`config.mk`:
```
export PLATFORM = sky130hd
export DESIGN_NAME = pll_lock_sweep
export DESIGN_NICKNAME = d
export VERILOG_FILES = /design/src/rtl/pll_ls_pkg.sv /design/src/rtl/pll_sweep_ctrl.sv /design/src/rtl/pll_loop_integ.sv /design/src/rtl/pll_lock_det.sv /design/src/rtl/pll_lock_sweep.sv
export SDC_FILE = /design/constraint.sdc
export NUM_CORES = 1
export LEC_CHECK = 0
export ABC_AREA = 1
export BUFFER_PORTS_ARGS = -buffer_cell sky130_fd_sc_hd__buf_2
export CORE_UTILIZATION = 59
export DETAILED_ROUTE_END_ITERATION = 10
export GPL_TIMING_DRIVEN = 0
export HOLD_SLACK_MARGIN = 0.15
export PLACE_DENSITY = 0.86
export SETUP_SLACK_MARGIN = 0.05
export SYNTH_ARGS = -nofsm -noshare
export SYNTH_HDL_FRONTEND = slang
export SYNTH_SLANG_ARGS = --single-unit
```
`constraint.sdc`:
```
create_clock -name clk_i -period 4.7 [get_ports clk_i]
set_input_delay 0.47 -clock clk_i [delete_from_list [all_inputs] [get_ports clk_i]]
set_output_delay 0.47 -clock clk_i [all_outputs]
set_load 0.02 [all_outputs]
```
`src/rtl/pll_ls_pkg.sv`:
```
package pll_ls_pkg;

  typedef enum logic {DIR_DOWN = 1'b0, DIR_UP = 1'b1} sweep_dir_e;

  function automatic int clamp_int(input int v, input int lo, input int hi);
    if (v > hi) return hi;
    if (v < lo) return lo;
    return v;
  endfunction

endpackage

```
`src/rtl/pll_sweep_ctrl.sv`:
```
module pll_sweep_ctrl
  import pll_ls_pkg::*;
(
  input  logic clk_i,
  input  logic rst_ni,
  input  logic phase_lock_i,
  input  logic at_max_i,
  input  logic at_min_i,
  output logic sweep_on_o,
  output logic sweep_up_o
);

  logic       sweep_on_q;
  sweep_dir_e dir_q;

  always_ff @(posedge clk_i or negedge rst_ni) begin
    if (!rst_ni) begin
      sweep_on_q <= 1'b1;
      dir_q      <= DIR_UP;
    end else begin
      sweep_on_q <= !phase_lock_i;
      if (sweep_on_q) begin
        if (dir_q == DIR_UP && at_max_i)        dir_q <= DIR_DOWN;
        else if (dir_q == DIR_DOWN && at_min_i) dir_q <= DIR_UP;
      end
    end
  end

  assign sweep_on_o = sweep_on_q;
  assign sweep_up_o = (dir_q == DIR_UP);

  AST_SWEEP_GATED: assert property (@(posedge clk_i) disable iff (!rst_ni)
    phase_lock_i |=> !sweep_on_o);
  AST_TURN_AT_TOP: assert property (@(posedge clk_i) disable iff (!rst_ni)
    (sweep_on_o && sweep_up_o && at_max_i) |=> !sweep_up_o);
  AST_TURN_AT_BOTTOM: assert property (@(posedge clk_i) disable iff (!rst_ni)
    (sweep_on_o && !sweep_up_o && at_min_i) |=> sweep_up_o);

endmodule

```
`src/rtl/pll_loop_integ.sv`:
```
module pll_loop_integ
  import pll_ls_pkg::*;
#(
  parameter int INT_W      = 12,
  parameter int SWEEP_STEP = 4
) (
  input  logic                    clk_i,
  input  logic                    rst_ni,
  input  logic                    pd_valid_i,
  input  logic                    pd_early_i,
  input  logic                    sweep_on_i,
  input  logic                    sweep_up_i,
  output logic signed [INT_W-1:0] acc_o,
  output logic                    at_max_o,
  output logic                    at_min_o
);

  localparam int ACC_MAX = (2 ** (INT_W - 1)) - 1;
  localparam int ACC_MIN = -(2 ** (INT_W - 1));

  logic signed [INT_W-1:0] acc_q;
  int pd_term, sw_term, acc_nxt;

  always_comb begin
    pd_term = 0;
    if (pd_valid_i) pd_term = pd_early_i ? 1 : -1;
    sw_term = 0;
    if (sweep_on_i) sw_term = sweep_up_i ? SWEEP_STEP : -SWEEP_STEP;
    acc_nxt = clamp_int(int'(acc_q) + pd_term + sw_term, ACC_MIN, ACC_MAX);
  end

  always_ff @(posedge clk_i or negedge rst_ni) begin
    if (!rst_ni) acc_q <= '0;
    else         acc_q <= INT_W'(acc_nxt);
  end

  assign acc_o    = acc_q;
  assign at_max_o = (int'(acc_q) == ACC_MAX);
  assign at_min_o = (int'(acc_q) == ACC_MIN);

  AST_STEP_BOUND: assert property (@(posedge clk_i) disable iff (!rst_ni)
    ((int'(acc_q) - int'($past(acc_q)) <= SWEEP_STEP + 1) &&
     (int'($past(acc_q)) - int'(acc_q) <= SWEEP_STEP + 1)));
  AST_IDLE_HOLD: assert property (@(posedge clk_i) disable iff (!rst_ni)
    (!pd_valid_i && !sweep_on_i) |=> $stable(acc_q));
  AST_NO_WRAP: assert property (@(posedge clk_i) disable iff (!rst_ni)
    (at_max_o && pd_valid_i && pd_early_i && !(sweep_on_i && !sweep_up_i)) |=> at_max_o);

endmodule

```
`src/rtl/pll_lock_det.sv`:
```
module pll_lock_det #(
  parameter int NODATA_CYC = 16
) (
  input  logic clk_i,
  input  logic rst_ni,
  input  logic at_max_i,
  input  logic at_min_i,
  input  logic phase_lock_i,
  output logic lock_o
);

  localparam int CNT_W = $clog2(NODATA_CYC + 1);

  logic [CNT_W-1:0] sat_cnt_q;
  logic             at_lim, no_data, lock_q;

  assign at_lim  = at_max_i || at_min_i;
  assign no_data = at_lim && (sat_cnt_q == CNT_W'(NODATA_CYC));

  always_ff @(posedge clk_i or negedge rst_ni) begin
    if (!rst_ni) begin
      sat_cnt_q <= '0;
      lock_q    <= 1'b0;
    end else begin
      if (!at_lim)                               sat_cnt_q <= '0;
      else if (sat_cnt_q != CNT_W'(NODATA_CYC))  sat_cnt_q <= sat_cnt_q + 1'b1;
      lock_q <= phase_lock_i && !no_data;
    end
  end

  assign lock_o = lock_q;

  AST_NODATA_DROPS_LOCK: assert property (@(posedge clk_i) disable iff (!rst_ni)
    no_data |=> !lock_o);
  AST_NO_PLOCK_NO_LOCK: assert property (@(posedge clk_i) disable iff (!rst_ni)
    !phase_lock_i |=> !lock_o);
  AST_RELOCK: assert property (@(posedge clk_i) disable iff (!rst_ni)
    (!at_lim && phase_lock_i) |=> lock_o);

endmodule

```
`src/rtl/pll_lock_sweep.sv`:
```
module pll_lock_sweep #(
  parameter int INT_W      = 12,
  parameter int SWEEP_STEP = 4,
  parameter int NODATA_CYC = 16
) (
  input  logic                    clk_i,
  input  logic                    rst_ni,
  input  logic                    pd_valid_i,
  input  logic                    pd_early_i,
  input  logic                    phase_lock_i,
  output logic signed [INT_W-1:0] ctrl_word_o,
  output logic                    sweep_up_o,
  output logic                    lock_o
);

  logic sweep_on, at_max, at_min;

  pll_sweep_ctrl u_sweep (
    .clk_i        (clk_i),
    .rst_ni       (rst_ni),
    .phase_lock_i (phase_lock_i),
    .at_max_i     (at_max),
    .at_min_i     (at_min),
    .sweep_on_o   (sweep_on),
    .sweep_up_o   (sweep_up_o)
  );

  pll_loop_integ #(
    .INT_W      (INT_W),
    .SWEEP_STEP (SWEEP_STEP)
  ) u_integ (
    .clk_i      (clk_i),
    .rst_ni     (rst_ni),
    .pd_valid_i (pd_valid_i),
    .pd_early_i (pd_early_i),
    .sweep_on_i (sweep_on),
    .sweep_up_i (sweep_up_o),
    .acc_o      (ctrl_word_o),
    .at_max_o   (at_max),
    .at_min_o   (at_min)
  );

  pll_lock_det #(
    .NODATA_CYC (NODATA_CYC)
  ) u_lock (
    .clk_i        (clk_i),
    .rst_ni       (rst_ni),
    .at_max_i     (at_max),
    .at_min_i     (at_min),
    .phase_lock_i (phase_lock_i),
    .lock_o       (lock_o)
  );

  AST_RESET_STATE: assert property (@(posedge clk_i)
    !rst_ni |=> (!rst_ni || (ctrl_word_o == '0 && sweep_up_o && !lock_o)));

endmodule

```
After elaboration in Yosys (flattened, before gate mapping)

Cells that the tools add are included.
Widths: inputs -> output; s select.

Output and inout bits: 14
Word-level logic and storage cells: 40
Input port bits: 5
Register bits: 20

Bitwise gates (word level): 1
Eq/ne operators: 5
Add/subtract/negate cells: 3
Multiplexer cells: 15
Magnitude comparators: 2
Reductions and logical operators: 9

Operators by type and width:

| kind                 | count |
|---|---|
| $mux 32              | 4 |
| $mux 12              | 3 |
| $add 12x32->32       | 1 |
| $add 32x32->32       | 1 |
| $gt 32x12->1 const B | 1 |
| $lt 32x12->1 const B | 1 |
| $eq 12x12->1 const B | 2 |
| $mux 11              | 1 |
| $mux 5               | 2 |
| $add 5x1->5 const B  | 1 |
| $eq 5x5->1 const B   | 1 |
| $mux 1               | 5 |
| $ne 5x5->1 const B   | 1 |
| $logic_and 1x1->1    | 4 |
| $logic_not 1->1      | 2 |
| $ne 2x2->1 const B   | 1 |
| $reduce_and 2->1     | 1 |
| $reduce_bool 2->1    | 1 |
| $logic_or 1x1->1     | 1 |
| $not 1->1            | 1 |

Logic depth before layout (Yosys ltp)

Gate-level depths: netlist of run 1.

Depth in word-level cells: 9
Gate-level depth with buffers: 24
Gate-level depth less buffers: 23

Modules after synthesis

A second synthesis of run 1 with hierarchy kept.

Cell total of the unflattened synthesis: 295
Area total of the unflattened synthesis: 2114.5 sq um

Modules (own cells, without submodules):

| module         | cells an instance | area each (sq um) | sequential area each (sq um) | instances |
|---|---|---|---|---|
| pll_loop_integ | 243               | 1700.4            | 300.3                        | 1 |
| pll_lock_det   | 43                | 334.1             | 150.1                        | 1 |
| pll_sweep_ctrl | 9                 | 80.1              | 52.6                         | 1 |

Worst setup path before layout of run 1

OpenSTA, ideal clock, no wires.

Path type: flip-flop to flip-flop
From: reg u_sweep.sweep_on_q, in the netlist u_sweep.sweep_on_o
To: reg u_integ.acc_q[10], in the netlist u_integ.acc_o[10]
Clock period less this slack: 3.978 ns
Data required time: 4.583 ns
Stages on the path, launching flop included: 20
Setup time: 0.117 ns
Arrival: 3.862 ns
Buffers on the path: 1
Slack: 0.722 ns
Cell sequence: dfstp_2 -> inv_1 -> or2_2 -> xnor2_1 -> ha_1 -> ha_1 -> a21oi_2 -> nand2_1 -> nand2_1 -> nand3_2 -> nand2_1 -> nand2_1 -> fa_1 -> nor4_1 -> nand4_1 -> a21oi_1 -> nand3_1 -> nand2_1 -> buf_6 -> nand2_1

RTL lines:

| item                   | RTL line             | RTL |
|---|---|---|
| from (decl)            | pll_sweep_ctrl.sv:13 | `logic sweep_on_q;` |
| from (signal assigned) | pll_sweep_ctrl.sv:21 | `sweep_on_q <= !phase_lock_i;` |
| to (signal assigned)   | pll_loop_integ.sv:34 | `else acc_q <= INT_W'(acc_nxt);` |
| to (decl)              | pll_loop_integ.sv:21 | `logic signed [INT_W-1:0] acc_q;` |

==> results of run 1 <==
[routing by layer]
| metal | global-route usage (%) | share of wire, % | vias to the layer above |
|---|---|---|---|
| li1 | - | - | 855 |
| met1 | 33.3 | 45 | 795 |
| met2 | 43.2 | 49 | 48 |
| met3 | 2.84 | 4.4 | 4 |
| met4 | 9.18 | 1.3 | 0 |
| met5 | 0 | 0 | - |
[cell usage after synthesis, types with 3 or more instances]
master,n,share of area (%)
xnor2_1,6,2.7
ha_1,26,17
inv_2,3,0.58
nand4_1,7,2.3
nand2_1,62,12
a21oi_1,9,2.3
dfrtp_1,18,23
inv_1,32,6.2
xor2_1,7,3.2
o21ai_0,3,0.77
nand3_1,8,2.1
nor4_1,4,1.3
nor3_1,6,1.5
or2_2,9,2.9
nor2_1,20,3.9
fa_1,5,5.2
nand2_2,11,3.6
[repair_timing]
item,in CTS,in global routing
hold buffers,1,0
endpoints found under the setup margin,0,11
resized for setup,0,3
endpoints found under the hold margin,18,0
setup buffers,0,0
[how the worst min path moves through the flow]
stage,start,cells past startpoint,slack (ns),end
6_report,phase_lock_i,2,0.28,u_sweep.sweep_on_o
4_1_cts,phase_lock_i,2,0.28,u_sweep.sweep_on_o
3_3_place_gp,rst_ni,1,0.43,u_integ.acc_o[2]
5_1_grt,phase_lock_i,2,0.27,u_sweep.sweep_on_o
2_1_floorplan,rst_ni,0,0.17,u_integ.acc_o[0]
3_5_place_dp,rst_ni,1,0.44,u_integ.acc_o[4]
[cell type report]
| cell class | instances | area [um^2] | share of cell area (%) |
|---|---|---|---|
| multi-input cells | 195 | 1310 | 60.2 |
| flip-flops and latches | 20 | 503 | 23.2 |
| plain buffers | 2 | 22.5 | 1.04 |
| inverters | 35 | 131 | 6.05 |
| clock inverters | 1 | 30.0 | 1.38 |
| clock buffers | 3 | 22.5 | 1.04 |
| repair buffers | 19 | 100 | 4.61 |
| well taps | 44 | 55.1 | 2.54 |
[logic make-up after synthesis]
| group | after synthesis | synth area share, % |
|---|---|---|
| fa+ha+maj | 31 | 21.9 |
| simple gates | 134 | 32.6 |
| buf+inv | 37 | 7.94 |
| flops | 20 | 26.0 |
| compound gates | 17 | 5.68 |
| xor+xnor | 13 | 5.87 |
[metrics by stage]
step	setup slack [ns]	area, um^2	cells	hold slack (ns)
6_report	0.406	2170	319	0.285
5_1_grt	0.108	2170	319	0.269
4_1_cts	0.121	2150	319	0.278
3_5_place_dp	0.173	2080	314	0.437
3_3_place_gp	0.204	2080	314	0.433
2_1_floorplan	0.722	1940	252	0.174
[cells in the final DEF, fill, tap and decap left out]
master         count
buf_2             18
nand4_1            7
nor4_1             3
nor4_2             1
dlygate4sd3_1      1
nor2_1            20
o21ai_0            3
a21oi_1            9
clkbuf_4           3
xnor2_4            1
o21bai_4           1
or2_2              9
xor2_1             7
ha_1              26
nand2_2           11
dfstp_2            2
nand3_2            2
nor3_2             1
o21bai_1           1
nand2_1           62
nor3_1             6
buf_6              2
a31oi_1            1
dfrtp_1           18
a21oi_2            2
nor2_2             2
inv_2              3
nand3b_2           1
fa_1               5
xnor2_1            5
and3_1             1
inv_1             32
bufinv_16          1
nand3_1            8
[sequential cells by signal (all words and copies together), names as in the netlist]
| signal | count |
|---|---|
| u_lock.lock_o | 1 |
| u_integ.acc_o | 12 |
| u_sweep.sweep_on_o | 1 |
| u_lock.sat_cnt_q | 5 |
| u_sweep.sweep_up_o | 1 |
[critical path, cell delays in order (launching register included)]
cell	delay, ns
dfstp_2	0.53
inv_1	0.08
or2_2	0.35
xnor2_4	0.20
ha_1	0.23
or2_2	0.29
ha_1	0.36
nand2_1	0.10
nand2_1	0.10
nand2_2	0.09
nand2_1	0.05
nand2_1	0.09
nand3_2	0.09
nand2_1	0.09
nand2_1	0.08
fa_1	0.52
nor4_2	0.26
nand4_1	0.11
a21oi_1	0.15
nand3_1	0.09
nand2_1	0.10
buf_6	0.15
nand2_1	0.07
==> results.md, run 1 <==
* Status: finished clean
* Drt drc at 0
* Fill count at 258
* Post-DRT Antenna Nets at 0
* Setup TNS at 0 ns
* Initial antenna violation count at 0
* # Max-Cap Violations at 0
* Async set-reset flop share out of synthesis at 100%
* Post-Route WL at 4.06 mm
* Row count at 20
* Setup Crit Path Kind: flip-flop to flip-flop
* Later-pin clock latency in the skew report at 0.30 ns
* Die height at 59.3 um
* Initial DRC count at 100
* Yosys warning count at 0
* Crit path from: u_sweep.sweep_on_o
* Yosys reg bits at 20
* Worst EP arrival at 4.49 ns
* Crit path max fanout at 10
* First-pass GRT wire length at 6.84 mm
* Seq/Total Area, Yosys at 26.0%
* DR WL/cell at 12.7 um
* Post-synth EDFFs at 0
* Die ar. at 3520 um^2
* Largest net degree at the start of global routing at 21
* Die width at 59.3 um
* Endpoints failing hold at 0
* Input/output buffers at 18
* Post-synth cell types at 28
* Clock Pin Slew Worst Setup and Hold Paths at 0.11 ns
* Vias at 1702
* CP endpoint: u_integ.acc_o[3]
* Reg2reg start: u_sweep.sweep_on_o
* N_diodes at 0
* Synth Flop Type: dfrtp_1
* Post-layout min period at 4.29 ns
* Grt ovf at 0
* CTS max path bufs at 2
* CTS tree: built
* Max Slew Vio Count at 0
* Gr usage total at 25.5%
* Worst setup SP type: flip-flop
* Ratio of cells with drive above 1 in the final layout at 21.8%
* Core Region at 3080 um^2
* Worst-margin pin slew at 0.555 ns
* Detailed Routing Iterations Pass 1 at 4
* RSZ-0062 raised after global routing: false
* Tcrit/Tclk final at 91.4%
* Via/cell ratio at 5.34
* Worst Skew at 0.00281 ns
* I/O pin count at 19
* Slew HR at 62.7%
* Hpwl dp at 3.26 mm
* CTS Buf Count at 3
* Clock sinks at 20
* Post-synth net total at 288
* Final Wtd Congestion at 0.893
* Reg2reg setup slack at 0.41 ns
* Layout Utilization at 70.5%
* Worst R2R End: u_integ.acc_o[3]
* Root Driver: clkbuf_4
* Reg2reg path depth at 22
* Area growth syn-to-layout at 12.0%
* Final nets at 312
* Vias in the first global route at 1567
* Post-Syn Area at 1940 um^2
* Starting Density at 63.0%
* H-tree levels at 1
* Setup crit end kind: flip-flop
* Final setup viols at 0
* Worst Hold Class: input port to flip-flop
* Worst Path Required at 4.90 ns
* Synthesized instance count at 252
* F_max at 233 MHz
* Synthesized area per cell at 7.69 um^2
Power of run 1 is not shown: default switching activity piles up to over one toggle a cycle in this logic, so the estimate is an artifact.
==> run 2: changes to the inputs <==
--- a/config.mk
+++ b/config.mk
@@ -7,6 +7,7 @@
 export LEC_CHECK = 0
 export ABC_AREA = 1
 export BUFFER_PORTS_ARGS = -buffer_cell sky130_fd_sc_hd__buf_2
+export CORE_MARGIN = 5
 export CORE_UTILIZATION = 59
 export DETAILED_ROUTE_END_ITERATION = 10
 export GPL_TIMING_DRIVEN = 0
==> results.md, run 2 (synthesis results as in run 1) <==
* Die ar. at 4530 um^2
* CTS tree: built
* Area growth syn-to-layout at 12.1%
* Routed wl met3 at 146 um
* Max reg flops at 12
* Max incr delay on CP at 0.53 ns
* I/O pin count at 19
* Commonest non-fill, non-tap cell in the layout: nand2_1
* Post-Route WL at 4.30 mm
* DR WL/cell at 13.5 um
* Largest net degree at the start of global routing at 21
* Vias in the first global route at 1673
* N_diodes at 0
* Endpoints failing hold at 0
* Worst-margin pin slew at 0.582 ns
* Core Region at 3100 um^2
* Setup TNS at 0 ns
* Final setup viols at 0
* CP most frequent cell: nand2_1
* Post-DRT Antenna Nets at 0
* First-pass GRT wire length at 7.19 mm
* Die height at 67.3 um
* F_max at 232 MHz
* CTS max path bufs at 2
* # Max-Cap Violations at 0
* Clock Pin Slew Worst Setup and Hold Paths at 0.12 ns
* Input/output buffers at 18
* Vias at 1694
* Top Layer Used: met4
* Crit path from: u_sweep.sweep_on_o
* CTS Buf Count at 3
* CP endpoint: u_integ.acc_o[3]
* Reg2reg start: u_sweep.sweep_on_o
* Most frequent cells in the layout: nand2_1 (62), inv_1 (32), ha_1 (25)
* Slowest library cell on the worst path: dfstp_2
* Initial DRC count at 80
* Worst Path Required at 4.90 ns
* Final Wtd Congestion at 0.904
* Drt drc at 0
* Reg2reg path depth at 20
* Detailed Routing Iterations Pass 1 at 4
* Post-layout min period at 4.30 ns
* CP cell instances: inv_1, or2_2, xnor2_4, ha_1, or2_2, ha_1, a21oi_2, nand2_1, nand2_1, nand3_2, nand2_1, nand2_1, fa_1, nor4_2, nand4_1, a21oi_1, nand3_1, nand2_1, buf_6, nand2_1
* Ratio of cells with drive above 1 in the final layout at 22.2%
* Final nets at 312
* Setup Crit Path Kind: flip-flop to flip-flop
* Via/cell ratio at 5.31
* Crit path max fanout at 10
* Max Slew Vio Count at 0
* Initial antenna violation count at 0
* Worst Skew at 0.00449 ns
* Worst R2R End: u_integ.acc_o[3]
* Worst setup SP type: flip-flop
* Status: finished clean
* Slew HR at 60.9%
* H-tree levels at 1
* Gr usage total at 20.3%
* Hpwl dp at 3.41 mm
* Wl on met1 at 1.99 mm
* Starting Density at 62.5%
* Row count at 20
* Die width at 67.3 um
* Delay-heaviest family, CP: simple AND/OR/NAND/NOR gates
* Setup crit end kind: flip-flop
* Later-pin clock latency in the skew report at 0.30 ns
* Tcrit/Tclk final at 91.6%
* Worst EP arrival at 4.50 ns
* Root Driver: clkbuf_4
* Reg2reg setup slack at 0.40 ns
* RSZ-0062 raised after global routing: false
* Min-delay src: phase_lock_i
* Clock sinks at 20
* DR WL met2 at 2.14 mm
* Worst Path Buf+Inv at 2
* Grt ovf at 0
* Worst Hold Class: input port to flip-flop
* Critical path depth at 20
## run 2: stage by stage
step | util (%) | hold WS, ns | std cells | instance area, um^2 | setup slack, ns
5_1_grt | 70.0 | 0.267 | 319 | 2170 | 0.0564
2_1_floorplan | - | 0.174 | 252 | 1940 | 0.722
6_report | 70.0 | 0.299 | 319 | 2170 | 0.397
4_1_cts | 69.2 | 0.278 | 319 | 2150 | 0.0926
3_5_place_dp | 67.1 | 0.439 | 314 | 2080 | 0.160
3_3_place_gp | 67.1 | 0.433 | 314 | 2080 | 0.171
## run 2: cell type report
type                    count  area, um^2
flip-flops and latches     20         503
repair buffers             19         100
multi-input cells         195        1310
plain buffers               2        22.5
well taps                  44        55.1
clock inverters             1        30.0
fillers                   261         930
inverters                  35         131
clock buffers               3        22.5
## run 2: what timing repair did
item,CTS,global route
buffers inserted,0,0
hold endpoints to repair,18,0
gates resized for setup,0,4
hold buffers,1,0
endpoints found under the setup margin,0,11
## run 2: per-layer routing
metal / vias to the layer above / global-route usage (%)
li1: 860 / -
met1: 787 / 26.6
met2: 43 / 35.7
met3: 4 / 0.998
met4: 0 / 6.84
met5: - / 0
## run 2: worst min path at each step
stage	cells after the start	slack, ns	to
global route	2	0.27	u_sweep.sweep_on_o
finish	2	0.30	u_sweep.sweep_on_o
floorplan	0	0.17	u_integ.acc_o[0]
CTS	2	0.28	u_sweep.sweep_on_o
global placement	1	0.43	u_integ.acc_o[2]
detailed placement	1	0.44	u_integ.acc_o[4]
Power of run 2 is left out for the same reason.
==> run 3: changes to the inputs <==
--- a/config.mk
+++ b/config.mk
@@ -8,7 +8,7 @@
 export ABC_AREA = 1
 export BUFFER_PORTS_ARGS = -buffer_cell sky130_fd_sc_hd__buf_2
 export CORE_MARGIN = 5
-export CORE_UTILIZATION = 59
+export CORE_UTILIZATION = 60
 export DETAILED_ROUTE_END_ITERATION = 10
 export GPL_TIMING_DRIVEN = 0
 export HOLD_SLACK_MARGIN = 0.15
@@ -16,4 +16,5 @@
 export SETUP_SLACK_MARGIN = 0.05
 export SYNTH_ARGS = -nofsm -noshare
 export SYNTH_HDL_FRONTEND = slang
+export SYNTH_HIERARCHICAL = 1
 export SYNTH_SLANG_ARGS = --single-unit
==> results.md, run 3 <==
* Clock Pin Slew Worst Setup and Hold Paths at 0.11 ns
* Die height at 69.4 um
* Worst-margin pin slew at 0.480 ns
* Fill count at 307
* Setup Crit Path Kind: input port to flip-flop
* I/O pin count at 19
* WHS Path Cells at 2
* Die ar. at 4810 um^2
* Vias in the first global route at 1754
* Starting Density at 62.9%
* Row count at 21
* Slew HR at 68.0%
* Largest net degree at the start of global routing at 21
* Postcts setup bufs at 0
* N_diodes at 0
* Initial DRC count at 86
* Top cells by area, synth: dfrtp_1 (21%), ha_1 (15%), nand2_1 (12%)
* Post-DRT Antenna Nets at 0
* Worst R2R End: u_integ/acc_o[3]
* Vias at 1827
* Most frequent cells in the layout: nand2_1 (68), inv_1 (63), ha_1 (26)
* Clock sinks at 20
* Input/output buffers at 18
* CTS tree: built
* Post-Syn Area at 2110 um^2
* Most common cell in the netlist: nand2_1
* Final Wtd Congestion at 0.919
* Final setup viols at 0
* Ratio of cells with drive above 1 in the final layout at 12.6%
* Die width at 69.4 um
* Endpoints failing hold at 0
* # Max-Cap Violations at 0
* Synth Flop Type: dfrtp_1
* Post-Route WL at 4.41 mm
* Largest area contributor in the netlist: dfrtp_1
* Root Driver: clkbuf_4
* Synth cell count leaders: nand2_1 (68), inv_1 (63), ha_1 (26)
* Yosys warning count at 6
* Core Region at 3360 um^2
* Seq/Total Area, Yosys at 23.8%
* Later-pin clock latency in the skew report at 0.30 ns
* Setup TNS at 0 ns
* First-pass GRT wire length at 7.53 mm
* CTS max path bufs at 2
* Drt drc at 0
* Worst Skew at 0.00183 ns
* Yosys reg bits at 20
* H-tree levels at 1
* Grt ovf at 0
* Gr usage total at 19.0%
* Max reg flops at 12
* Crit path max fanout at 10
* Top cell type's share of synthesized area at 21.3%
* Initial antenna violation count at 0
* Post-layout min period at 4.25 ns
* Synthesized instance count at 295
* Crit path from: pd_valid_i
* Synthesized area per cell at 7.17 um^2
* Commonest non-fill, non-tap cell in the layout: nand2_1
* RSZ-0062 raised after global routing: false
* Status: finished clean
* Max Slew Vio Count at 0
* Post-synth EDFFs at 0
* Worst Path Required at 4.94 ns
* Via/cell ratio at 5.02
* Min setup slack post-route at 0.446 ns
* Post-synth cell types at 30
* Worst Hold Class: input port to flip-flop
* Hpwl dp at 3.57 mm
* Reg2reg path depth at 20
* Setup crit end kind: flip-flop
* Endpoint, Worst Hold: u_sweep/sweep_on_o
* Worst setup SP type: input port
* Worst EP arrival at 4.50 ns
* Async set-reset flop share out of synthesis at 100%
* Area growth syn-to-layout at 10.2%
* Min-delay src: phase_lock_i
* Final nets at 355
* Worst slack at placement at 0.147 ns
* DR WL/cell at 12.1 um
* F_max at 235 MHz
* Reg2reg setup slack at 0.53 ns
* Detailed Routing Iterations Pass 1 at 4
* Reg2reg start: u_sweep/sweep_on_o
* Post-synth net total at 331
* CTS Buf Count at 3
* Tcrit/Tclk final at 90.5%
==> run 3: through the flow <==
step	instance area [um^2]	hold slack [ns]	util (%)	std cells
floorplan	2110	0.174	-	295
detailed placement	2260	0.434	67.3	359
CTS	2320	0.267	69.1	364
finish	2330	0.275	69.3	364
global placement	2260	0.431	67.3	359
global route	2330	0.259	69.3	364
==> run 3: worst max-delay path, stage by stage <==
cell and delay [ns]:
buf_2 0.09, inv_1 0.03, nor2_1 0.23, clkbuf_4 0.32, xor2_1 0.18, inv_1 0.06, ha_1 0.16, o21bai_1 0.16
ha_1 0.36, a21oi_1 0.18, nand2_1 0.12, nand2_2 0.10, nand2_4 0.06, nand3_1 0.07, nand3_1 0.11, a41oi_1 0.25
fa_1 0.48, nor2_1 0.11, nand3_1 0.08, nor3_1 0.21, nand3_1 0.13, o21bai_2 0.17, buf_4 0.19, nand2_1 0.07
nand2_1 0.08
==> run 3: cell families (layout without fill, tap and decap cells) <==
group,after synthesis,in the layout,synth area share [%]
adder cells (fa/ha/maj),31,31,20.1
flip-flops,20,20,23.8
buffers and inverters,69,92,12.8
AND/OR/NAND/NOR,131,131,28.0
AO/OA/AOI/OAI,26,26,7.81
XOR/XNOR,18,18,7.46
==> run 3: how the worst max path moves through the flow <==
stage,endpoint,slack (ns),cells after the start
5_1_grt,u_integ/acc_o[5],0.06,25
3_5_place_dp,u_integ/acc_o[5],0.15,25
2_1_floorplan,u_integ/acc_o[3],0.91,24
4_1_cts,u_integ/acc_o[3],0.32,20
3_3_place_gp,u_integ/acc_o[4],0.31,25
6_report,u_integ/acc_o[3],0.45,25
==> run 3: timing repair <==
| item | CTS | global route |
|---|---|---|
| endpoints found under the hold margin | 18 | 0 |
| hold buffers | 1 | 0 |
| setup endpoints to repair | 0 | 10 |
| gates resized for setup | 0 | 2 |
==> run 3: cell type report <==
class	count	area [um^2]	area share, %
Inverter	66	248	10.6
Sequential cell	20	503	21.6
Multi-Input combinational cell	206	1340	57.6
Timing Repair Buffer	19	100	4.30
Clock buffer	3	22.5	0.967
Tap cell	46	57.6	2.47
Buffer	3	26.3	1.13
Clock inverter	1	30.0	1.29
==> run 3: metal layers <==
metal | part of all wire [%] | routed length (um) | global-route usage [%]
met1 | 49 | 2160 | 25.2
met2 | 47 | 2090 | 32.7
met3 | 3.2 | 142 | 3.62
met4 | 0.48 | 21 | 2.82
met5 | 0 | 0 | 0
Power of run 3 is left out for the same reason.
